## config.mk

```make
export PLATFORM = sky130hd
export DESIGN_NAME = dlycal_ctrl
export DESIGN_NICKNAME = d
export VERILOG_FILES = /design/src/rtl/dlycal_pkg.sv /design/src/rtl/dlycal_timer.sv /design/src/rtl/dlycal_msb.sv /design/src/rtl/dlycal_ctrl.sv
export SDC_FILE = /design/constraint.sdc
export NUM_CORES = 1
export LEC_CHECK = 0
export CAP_MARGIN = 20
export CORE_ASPECT_RATIO = 1.5
export CORE_UTILIZATION = 25
export DETAILED_ROUTE_END_ITERATION = 10
export DONT_BUFFER_PORTS = 1
export GPL_TIMING_DRIVEN = 0
export PLACE_DENSITY = 0.38
export RECOVER_POWER = 50
export SYNTH_ARGS = -nofsm -noshare
export SYNTH_HDL_FRONTEND = slang
export SYNTH_SLANG_ARGS = --single-unit
```

## constraint.sdc

```tcl
create_clock -name clk -period 3.53 [get_ports clk]
set_clock_uncertainty 0.1 [all_clocks]
set_input_delay 0.1765 -clock clk [delete_from_list [all_inputs] [get_ports clk]]
set_output_delay 0.1765 -clock clk [all_outputs]
set_load 0.01 [all_outputs]
```

## src/rtl/dlycal_pkg.sv

```systemverilog
package dlycal_pkg;

    typedef enum logic [2:0] {
        CAL_IDLE,
        CAL_ARM,
        CAL_WAIT,
        CAL_JUDGE,
        CAL_NEXT,
        CAL_DONE,
        CAL_FAIL
    } cal_state_t;

endpackage

```

## src/rtl/dlycal_timer.sv

```systemverilog
// Per-attempt timeout counter: cleared on arm, counts while enabled.
module dlycal_timer #(
    parameter int LIMIT = 1000,
    localparam int CW   = $clog2(LIMIT + 1)
) (
    input  logic clk,
    input  logic rst_n,
    input  logic clr,
    input  logic en,
    output logic expired
);
    logic [CW-1:0] cnt_q;

    assign expired = en && (cnt_q == CW'(LIMIT - 1));

    always_ff @(posedge clk or negedge rst_n) begin
        if (!rst_n) begin
            cnt_q <= '0;
        end else if (clr) begin
            cnt_q <= '0;
        end else if (en && !expired) begin
            cnt_q <= cnt_q + 1'b1;
        end
    end

    // the wait window never runs past its limit
    p_cnt_bound_r5: assert property (@(posedge clk) disable iff (!rst_n)
        cnt_q < CW'(LIMIT));

endmodule

```

## src/rtl/dlycal_msb.sv

```systemverilog
// Index of the highest set bit of a vector; any_o flags a nonzero vector.
module dlycal_msb #(
    parameter int W     = 12,
    localparam int IW   = $clog2(W)
) (
    input  logic [W-1:0]  vec_i,
    output logic [IW-1:0] idx_o,
    output logic          any_o
);
    always_comb begin
        idx_o = '0;
        any_o = 1'b0;
        for (int i = 0; i < W; i++) begin
            if (vec_i[i]) begin
                idx_o = IW'(i);
                any_o = 1'b1;
            end
        end
    end
endmodule

```

## src/rtl/dlycal_ctrl.sv

```systemverilog
module dlycal_ctrl
    import dlycal_pkg::*;
#(
    parameter int UNIT_W      = 7,
    parameter int NTAP        = 11,
    parameter int TIMEOUT_CYC = 1000,
    localparam int LEN_W      = NTAP + 1,
    localparam int SEL_W      = $clog2(NTAP + 2),
    localparam int TAP_W      = $clog2(LEN_W)
) (
    input  logic              clk,
    input  logic              rst_n,
    input  logic              start_i,
    input  logic              pwr_chg_i,
    input  logic              len_flag_i,
    input  logic [LEN_W-1:0]  len_word_i,
    output logic              line_en_o,
    output logic              smp_en_o,
    output logic [UNIT_W-1:0] unit_sel_o,
    output logic [SEL_W-1:0]  tap_sel_o,
    output logic              busy_o,
    output logic              done_o,
    output logic              fail_o,
    output logic [UNIT_W-1:0] unit_o,
    output logic [TAP_W-1:0]  maxtap_o
);
    localparam logic [UNIT_W-1:0] UNIT_LAST = {UNIT_W{1'b1}};
    localparam logic [SEL_W-1:0]  FULL_SEL  = SEL_W'(NTAP + 1);

    cal_state_t st_q, st_d;

    logic [UNIT_W-1:0] cur_q;
    logic [LEN_W-1:0]  len_q;
    logic [UNIT_W-1:0] unit_q;
    logic [TAP_W-1:0]  tap_q;
    logic              locked_q;

    logic              tmo_hit;
    logic [TAP_W-1:0]  msb_idx;
    logic              len_nz;
    logic              accept;
    logic              last_unit;

    dlycal_timer #(.LIMIT(TIMEOUT_CYC)) u_timer (
        .clk     (clk),
        .rst_n   (rst_n),
        .clr     (st_q == CAL_ARM),
        .en      (st_q == CAL_WAIT),
        .expired (tmo_hit)
    );

    dlycal_msb #(.W(LEN_W)) u_msb (
        .vec_i (len_q),
        .idx_o (msb_idx),
        .any_o (len_nz)
    );

    // Accept when nonzero and the top bit (one past the last tap) is clear
    assign accept    = len_nz && !len_q[NTAP];
    assign last_unit = (cur_q == UNIT_LAST);

    // State register
    always_ff @(posedge clk or negedge rst_n) begin
        if (!rst_n) st_q <= CAL_IDLE;
        else        st_q <= st_d;
    end

    // Next-state logic
    always_comb begin
        st_d = st_q;
        if (pwr_chg_i) begin
            st_d = CAL_IDLE;
        end else begin
            unique case (st_q)
                CAL_IDLE:  if (start_i) st_d = CAL_ARM;
                CAL_ARM:   st_d = CAL_WAIT;
                CAL_WAIT: begin
                    if (len_flag_i)   st_d = CAL_JUDGE;
                    else if (tmo_hit) st_d = CAL_NEXT;
                end
                CAL_JUDGE: st_d = accept ? CAL_DONE : CAL_NEXT;
                CAL_NEXT:  st_d = last_unit ? CAL_FAIL : CAL_ARM;
                CAL_DONE:  st_d = CAL_IDLE;
                CAL_FAIL:  st_d = CAL_IDLE;
                default:   st_d = CAL_IDLE;
            endcase
        end
    end

    // Datapath registers
    always_ff @(posedge clk or negedge rst_n) begin
        if (!rst_n) begin
            cur_q    <= '0;
            len_q    <= '0;
            unit_q   <= '0;
            tap_q    <= '0;
            locked_q <= 1'b0;
        end else if (pwr_chg_i) begin
            locked_q <= 1'b0;
        end else begin
            if (st_q == CAL_IDLE && start_i) begin
                cur_q    <= '0;
                unit_q   <= '0;
                tap_q    <= '0;
                locked_q <= 1'b0;
            end
            if (st_q == CAL_WAIT && len_flag_i) begin
                len_q <= len_word_i;
            end
            if (st_q == CAL_JUDGE && accept) begin
                unit_q   <= cur_q;
                tap_q    <= msb_idx;
                locked_q <= 1'b1;
            end
            if (st_q == CAL_NEXT && !last_unit) begin
                cur_q <= cur_q + 1'b1;
            end
        end
    end

    // Outputs
    always_comb begin
        line_en_o  = 1'b0;
        smp_en_o   = 1'b0;
        unit_sel_o = unit_q;
        tap_sel_o  = '0;
        busy_o     = 1'b0;
        done_o     = 1'b0;
        fail_o     = 1'b0;
        unique case (st_q)
            CAL_IDLE: begin
                line_en_o = locked_q;
            end
            CAL_ARM, CAL_WAIT, CAL_JUDGE, CAL_NEXT: begin
                line_en_o  = 1'b1;
                smp_en_o   = 1'b1;
                unit_sel_o = cur_q;
                tap_sel_o  = FULL_SEL;
                busy_o     = 1'b1;
            end
            CAL_DONE: begin
                line_en_o = 1'b1;
                done_o    = 1'b1;
            end
            CAL_FAIL: begin
                fail_o = 1'b1;
            end
            default: begin
                line_en_o = 1'b0;
            end
        endcase
    end

    assign unit_o   = unit_q;
    assign maxtap_o = tap_q;

    // every attempt runs with line and sampler on and the full-length tap
    p_attempt_cfg_r3: assert property (@(posedge clk) disable iff (!rst_n)
        busy_o |-> (line_en_o && smp_en_o && tap_sel_o == FULL_SEL));

    // the unit value only ever steps up by one during a sweep
    p_unit_step_r4: assert property (@(posedge clk) disable iff (!rst_n)
        (busy_o && $past(busy_o) && unit_sel_o != $past(unit_sel_o))
        |-> (unit_sel_o == $past(unit_sel_o) + 1'b1));

    // a completion is only reported for an in-window length word
    p_accept_window_r6: assert property (@(posedge clk) disable iff (!rst_n)
        done_o |-> (len_q != '0 && !len_q[NTAP] && maxtap_o < TAP_W'(NTAP)));

    // failure only follows the last unit value
    p_fail_last_r8: assert property (@(posedge clk) disable iff (!rst_n)
        fail_o |-> ($past(unit_sel_o) == UNIT_LAST && !line_en_o));

    // completion flags are exclusive single-cycle pulses
    p_pulse_excl_r9: assert property (@(posedge clk) disable iff (!rst_n)
        !(done_o && fail_o));
    p_done_pulse_r9: assert property (@(posedge clk) disable iff (!rst_n)
        done_o |=> !done_o);
    p_fail_pulse_r9: assert property (@(posedge clk) disable iff (!rst_n)
        fail_o |=> !fail_o);

    // a power-state change puts the line in bypass on the next cycle
    p_pwr_bypass_r10: assert property (@(posedge clk) disable iff (!rst_n)
        pwr_chg_i |=> (!line_en_o && !smp_en_o && !busy_o && !done_o && !fail_o));

endmodule

```

---- Yosys cells after proc, flatten, opt, wreduce, memory -nomap -nowiden ----
Index checks and enable logic that the tools add are counted.
storage, ports and cells
  memory bits (read-only) ................. 0
  memories ................................ 0
  bits in writable memories ............... 0
  flip-flop bits (word level) ............. 44
  input bits .............................. 17
  bits in latches ......................... 0
cells by class
  $add $sub $neg .......................... 2
  div/mod/pow operators ................... 0
  equality and inequality tests ........... 10
  mux-type cells .......................... 46
  shift-type cells ........................ 0
  magnitude comparators ................... 0
  bitwise operators ....................... 1
  reduce and logical (&&, ||, !) cells .... 21
  multipliers ............................. 0
operator list
  operator                 count
  $mux W4                  7
  $mux W7                  4
  $mux W3                  9
  $mux W1                  20
  $mux W10                 2
  $pmux W3 S5              1
  $add A10 B1 Y10 const B  1
  $eq A10 B10 Y1 const B   1
  $eq A3 B3 Y1 const B     3
  $reduce_and A2 Y1        4
  $add A7 B1 Y7 const B    1
  $eq A7 B7 Y1 const B     1
  $logic_and A1 B1 Y1      7
  $eq A3 B2 Y1 const B     2
  $reduce_bool A2 Y1       3
  $reduce_or A5 Y1         1
  $mux W2                  2
  $ne A4 B4 Y1 const B     1
  $reduce_or A4 Y1         1
  $eq A3 B1 Y1 const B     1
  $logic_not A1 Y1         3
  $logic_not A3 Y1         1
  $ne A3 B3 Y1 const B     1
  $reduce_bool A3 Y1       1
  2 further kinds          2

---- Longest topological paths before layout ----
  depth in word-level cells ............... 16
  gate-level depth with buffers ........... 6
  mapped depth without buffers ............ 5

---- Modules after synthesis ----
Synthesis repeated with hierarchy kept, for this count alone.
second synthesis, totals
  cell total of the unflattened synthesis .. 226
  area total of the unflattened synthesis .. 2,377.3 µm²
modules (own cells, without submodules)
  module        cells each  area each (µm²)  instances  seq. area each (µm²)
  dlycal_ctrl   142         1,670.4          1          850.8
  dlycal_timer  64          600.6            1          250.2
  dlycal_msb    20          106.4            1          0.0

---- Worst setup path before layout ----
OpenSTA, ideal clock, no wires.
  path kind ............................... register to output
  start ................................... register st_q[2]
  end ..................................... output port unit_sel_o[0]
  setup slack ............................. 1.603 ns
  arrival ................................. 1.651 ns
  buffers on the path ..................... 1
  required time ........................... 3.253 ns
  cell stages (with the launch flop) ...... 4
  cell sequence ........................... dfrtp_1 > buf_2 > xnor2_1 > mux2_2
on the way
  word-level cells in the longest chain between the ends .. 3
RTL lines
  item                                  RTL line            RTL
  start, declared                       dlycal_ctrl.sv:30   cal_state_t st_q, st_d;
  start signal, assigned                dlycal_ctrl.sv:65   else st_q <= st_d;
  $eq A3 B2 Y1 (tied with other cells)  dlycal_ctrl.sv:130  unique case (st_q)
  $reduce_or A4 Y1 *                    dlycal_ctrl.sv:130
  $mux W7 *                             dlycal_ctrl.sv:130
  end, declared                         dlycal_ctrl.sv:19   output logic [UNIT_W-1:0] unit_sel_o,
Every way passes the cells marked *; elsewhere a longest branch is shown, timed or not.

---- Final worst setup path ----
  start ................................... register st_q[0]
  end ..................................... register cur_q[3]
on the way
  word-level cells in the longest chain between the ends .. 4
RTL lines
  item                                              RTL line                                RTL
  $eq A3 B3 Y1 or $logic_not A3 Y1 (tied branches)  dlycal_ctrl.sv:115, dlycal_ctrl.sv:101
  $logic_and A1 B1 Y1, on equally long branches     dlycal_ctrl.sv:115, dlycal_ctrl.sv:101
  $reduce_bool A2 Y1 (no source line)               -
  $reduce_and A2 Y1 (no source line)                -
  end signal, assigned                              dlycal_ctrl.sv:116                      cur_q <= cur_q + 1'b1;
  end, declared                                     dlycal_ctrl.sv:32                       logic [UNIT_W-1:0] cur_q;
Parallel ways exist; a longest one is shown, timed or not.
A chain may end at the register's enable or synchronous reset.

==> run_results.csv <==
group,metric,value,unit
worst_setup_path,reg2regPathDepth,6,
detailed_routing,drtAntennaViolNets,0,
logic_synthesis,syn_avg_cell_area,9.63,sq um
clocking,cts_made_buffers,5,
timing,hold_viol,0,
timing,relSlewSlack,43.3,%
pwr,p_leak,1.15,nW
clocking,clock_latency,0.29,ns
logic_synthesis,ys_types,45,
worst_setup_path,cp.depth,6,
timing,layout_min_cycle_time,2.33,ns
global_routing,antenna_found_initial,0,
floorplan,core,8930,sq um
logic_synthesis,synth_ff_type,"dfrtp_1",
final_layout,layout_common_cells,"dfrtp_1, nand2_1, mux2_2",
pwr,vdd_drop_max,0.297,mV
detailed_routing,drtPass1Iterations,4,
clocking,clk_pin_slew_worst_paths,0.07,ns
worst_setup_path,critPathMaxStageDelay,0.74,ns
logic_synthesis,syn-cell-area,2320,sq um
pwr,seqPwrFrac,41.5,%
floorplan,die_x,80.7,microns
flow_run,maxCapViolations,0,
global_routing,grt_pass1_vias,1937,
pwr,power,0.00177,W
timing,fmax,428,MHz
placement,io_buffers,0,
timing,rsz0062_at_grt,"no",
worst_setup_path,end_kind,"flip-flop",
logic_synthesis,synth-async-reset-ratio,100,%
final_layout,n_antenna_cell,0,
floorplan,ios,44,
final_layout,drive_gt1_share,14.6,%
clocking,root_buffer,"clkbuf_16",
placement,gp_congestion,0.748,
timing,hold_ws,0.0394,ns
placement,post-dp-hpwl,4310,microns
worst_setup_path,arrival,2.42,ns
timing,fin_setup_tns,0,ns
pwr,clockPowerShare,31.9,%
logic_synthesis,yosysSeqAreaShare,47.4,%
pwr,comb_power_share,26.6,%
floorplan,start_util,26.0,%
final_layout,area_delta_synth_final,21.6,%
worst_setup_path,critical-path-slowest-cell,"nor3_1",
timing,fin_crit_sh,66.1,%
pwr,switchingPower,0.000577,W
clocking,cts_tree,"yes",
global_routing,grt_overflow_total,0,
worst_setup_path,cp_num_buf_inv,2,
worst_setup_path,crit_chain,"clkbuf_1 > nor3_1 > nand2_1 > clkbuf_1 > nand4_1 > nand2_1",
logic_synthesis,synth-seq-cells,44,
pwr,p_int,0.00119,W
global_routing,grt_max_degree,45,
pwr,p_per_area,627,nW/um^2
detailed_routing,dr_total_vias,1877,
logic_synthesis,synth_cells,241,
detailed_routing,drc_errors,0,
worst_hold_path,hp-class,"primary input to flip-flop",
logic_synthesis,ys_warn_count,0,
worst_setup_path,crit_family,"simple AND/OR/NAND/NOR gates",
clocking,clock_sinks,44,
worst_setup_path,cp-start-kind,"flip-flop",
detailed_routing,wl,6060,microns
floorplan,dieArea,9680,sq um
detailed_routing,wl_per_cell,16.1,microns
clocking,htree_levels,2,
timing,worstMarginPinSlew,0.844,ns
final_layout,postLayoutCoreUtil,31.6,%
clocking,cts_buffer_depth,2,
worst_setup_path,ff2ff_setup_slack,1.20,ns
floorplan,die_h,120,microns
worst_setup_path,cp_data_required_time,3.61,ns
logic_synthesis,synth-edff-count,0,
timing,drv_slew,0,
detailed_routing,viasPerCell,4.98,
global_routing,grt_pass1_wl,10100,microns
final_layout,final_common_cell,"dfrtp_1",
final_layout,nets,285,
global_routing,grtUsageTotal,14.0,%
floorplan,rows,42,
clocking,cts-resized-gates,0,
pwr,swShare,32.6,%
worst_setup_path,crit_type,"flip-flop to flip-flop",
timing,setup_viol,0,
detailed_routing,drt_iter0_markers,121,
outcome,outcome,"complete, no violations",
worst_hold_path,whs_path_depth,3,
worst_setup_path,critPathMaxFanout,10,
==> cell type report <==
type / count / area, sq um
Multi-Input combinational cell: 177 / 1120
Fill cell: 981 / 6110
Clock buffer: 6 / 139
Timing Repair Buffer: 17 / 183
Sequential cell: 44 / 1100
Clock inverter: 2 / 38.8
Inverter: 5 / 18.8
Tap cell: 110 / 138
Buffer: 16 / 81.3
==> path summary, 6_finish.rpt <==
check,start,to
max in group asynchronous,rst_n,len_q[3]$_DFFE_PN0P_
hold / removal,pwr_chg_i,maxtap_o[0]$_DFFE_PN0P_
hold reg to reg,len_q[11]$_DFFE_PN0P_,len_q[11]$_DFFE_PN0P_
setup reg to reg,st_q[0]$_DFFE_PN0P_,cur_q[3]$_DFFE_PN0P_
setup / recovery,st_q[0]$_DFFE_PN0P_,cur_q[3]$_DFFE_PN0P_
min in group asynchronous,rst_n,u_timer.cnt_q[9]$_DFFE_PN0P_
==> cells by family after synthesis <==
logic type                 count (synthesis)  share of synthesized area [%]
buffers and inverters                     21                           4.31
xor gates and xnor gates                   8                           3.02
DFF                                       44                           47.4
and+or+nand+nor                           97                           20.8
other                                      1                          0.162
muxes                                     22                           10.5
adders and majority gates                  2                           1.08
AOI/OAI and AO/OA                         46                           12.7
==> Yosys cell counts (2+ instances only) <==
library cell | number | area, sq um
clkbuf_1 | 9 | 33.8
nor3b_1 | 4 | 30.0
buf_4 | 5 | 37.5
mux2_2 | 19 | 214
o21ai_0 | 14 | 70.1
nor3_1 | 11 | 55.1
nor4_1 | 6 | 37.5
a31oi_1 | 5 | 31.3
dfrtp_1 | 44 | 1100
and4_1 | 2 | 17.5
or3_1 | 2 | 12.5
a21oi_1 | 11 | 55.1
a221oi_1 | 2 | 17.5
nand3_1 | 6 | 30.0
nand2b_1 | 3 | 18.8
inv_1 | 4 | 15.0
nor2_1 | 18 | 67.6
mux2i_1 | 3 | 30.0
nand2_1 | 32 | 120
and2_1 | 3 | 18.8
buf_2 | 2 | 10.0
a31o_2 | 2 | 17.5
xnor2_1 | 7 | 61.3
ha_1 | 2 | 25.0
nand4_1 | 5 | 31.3
==> timing repair <==
action,CTS,global route
endpoints found under the hold margin,58,0
buffers inserted,0,0
hold buffers,15,0
==> state kept, by name (all words and copies together), names as in the netlist <==
signal and count:
u_timer.cnt_q 10, locked_q 1, st_q 3, maxtap_o 4, cur_q 7, unit_o 7, len_q 12
==> through the flow <==
step	cell area [sq um]	std cells	worst slack (ns)
after floorplan	2320	242	1.60
after global placement	2460	352	1.17
after detailed placement	2480	354	1.21
after CTS	2820	377	1.18
after global routing	2820	377	0.952
final	2820	377	1.20
==> power by group through the flow <==
stage,clock network (W),registers [W],logic (W)
floorplan,0,0.000711,0.000357
global placement,0,0.000744,0.000436
detailed placement,0,0.000746,0.000446
CTS,0.000590,0.000736,0.000477
global route,0.000610,0.000757,0.000525
finish,0.000565,0.000734,0.000470
==> worst register-to-register path: stages, from the launching register on <==
cell	delay [ns]
dfrtp_1	0.43
clkbuf_1	0.22
nor3_1	0.74
nand2_1	0.20
clkbuf_1	0.30
nand4_1	0.17
nand2_1	0.06
==> routing by layer <==
metal,up-vias,share of wire [%],global-route usage (%)
met5,-,0,0
met4,0,2.0,5.69
met2,29,50,22.9
li1,911,-,-
met3,6,4.1,4.03
met1,931,43,16.8
(Power assumes the default switching activity.)
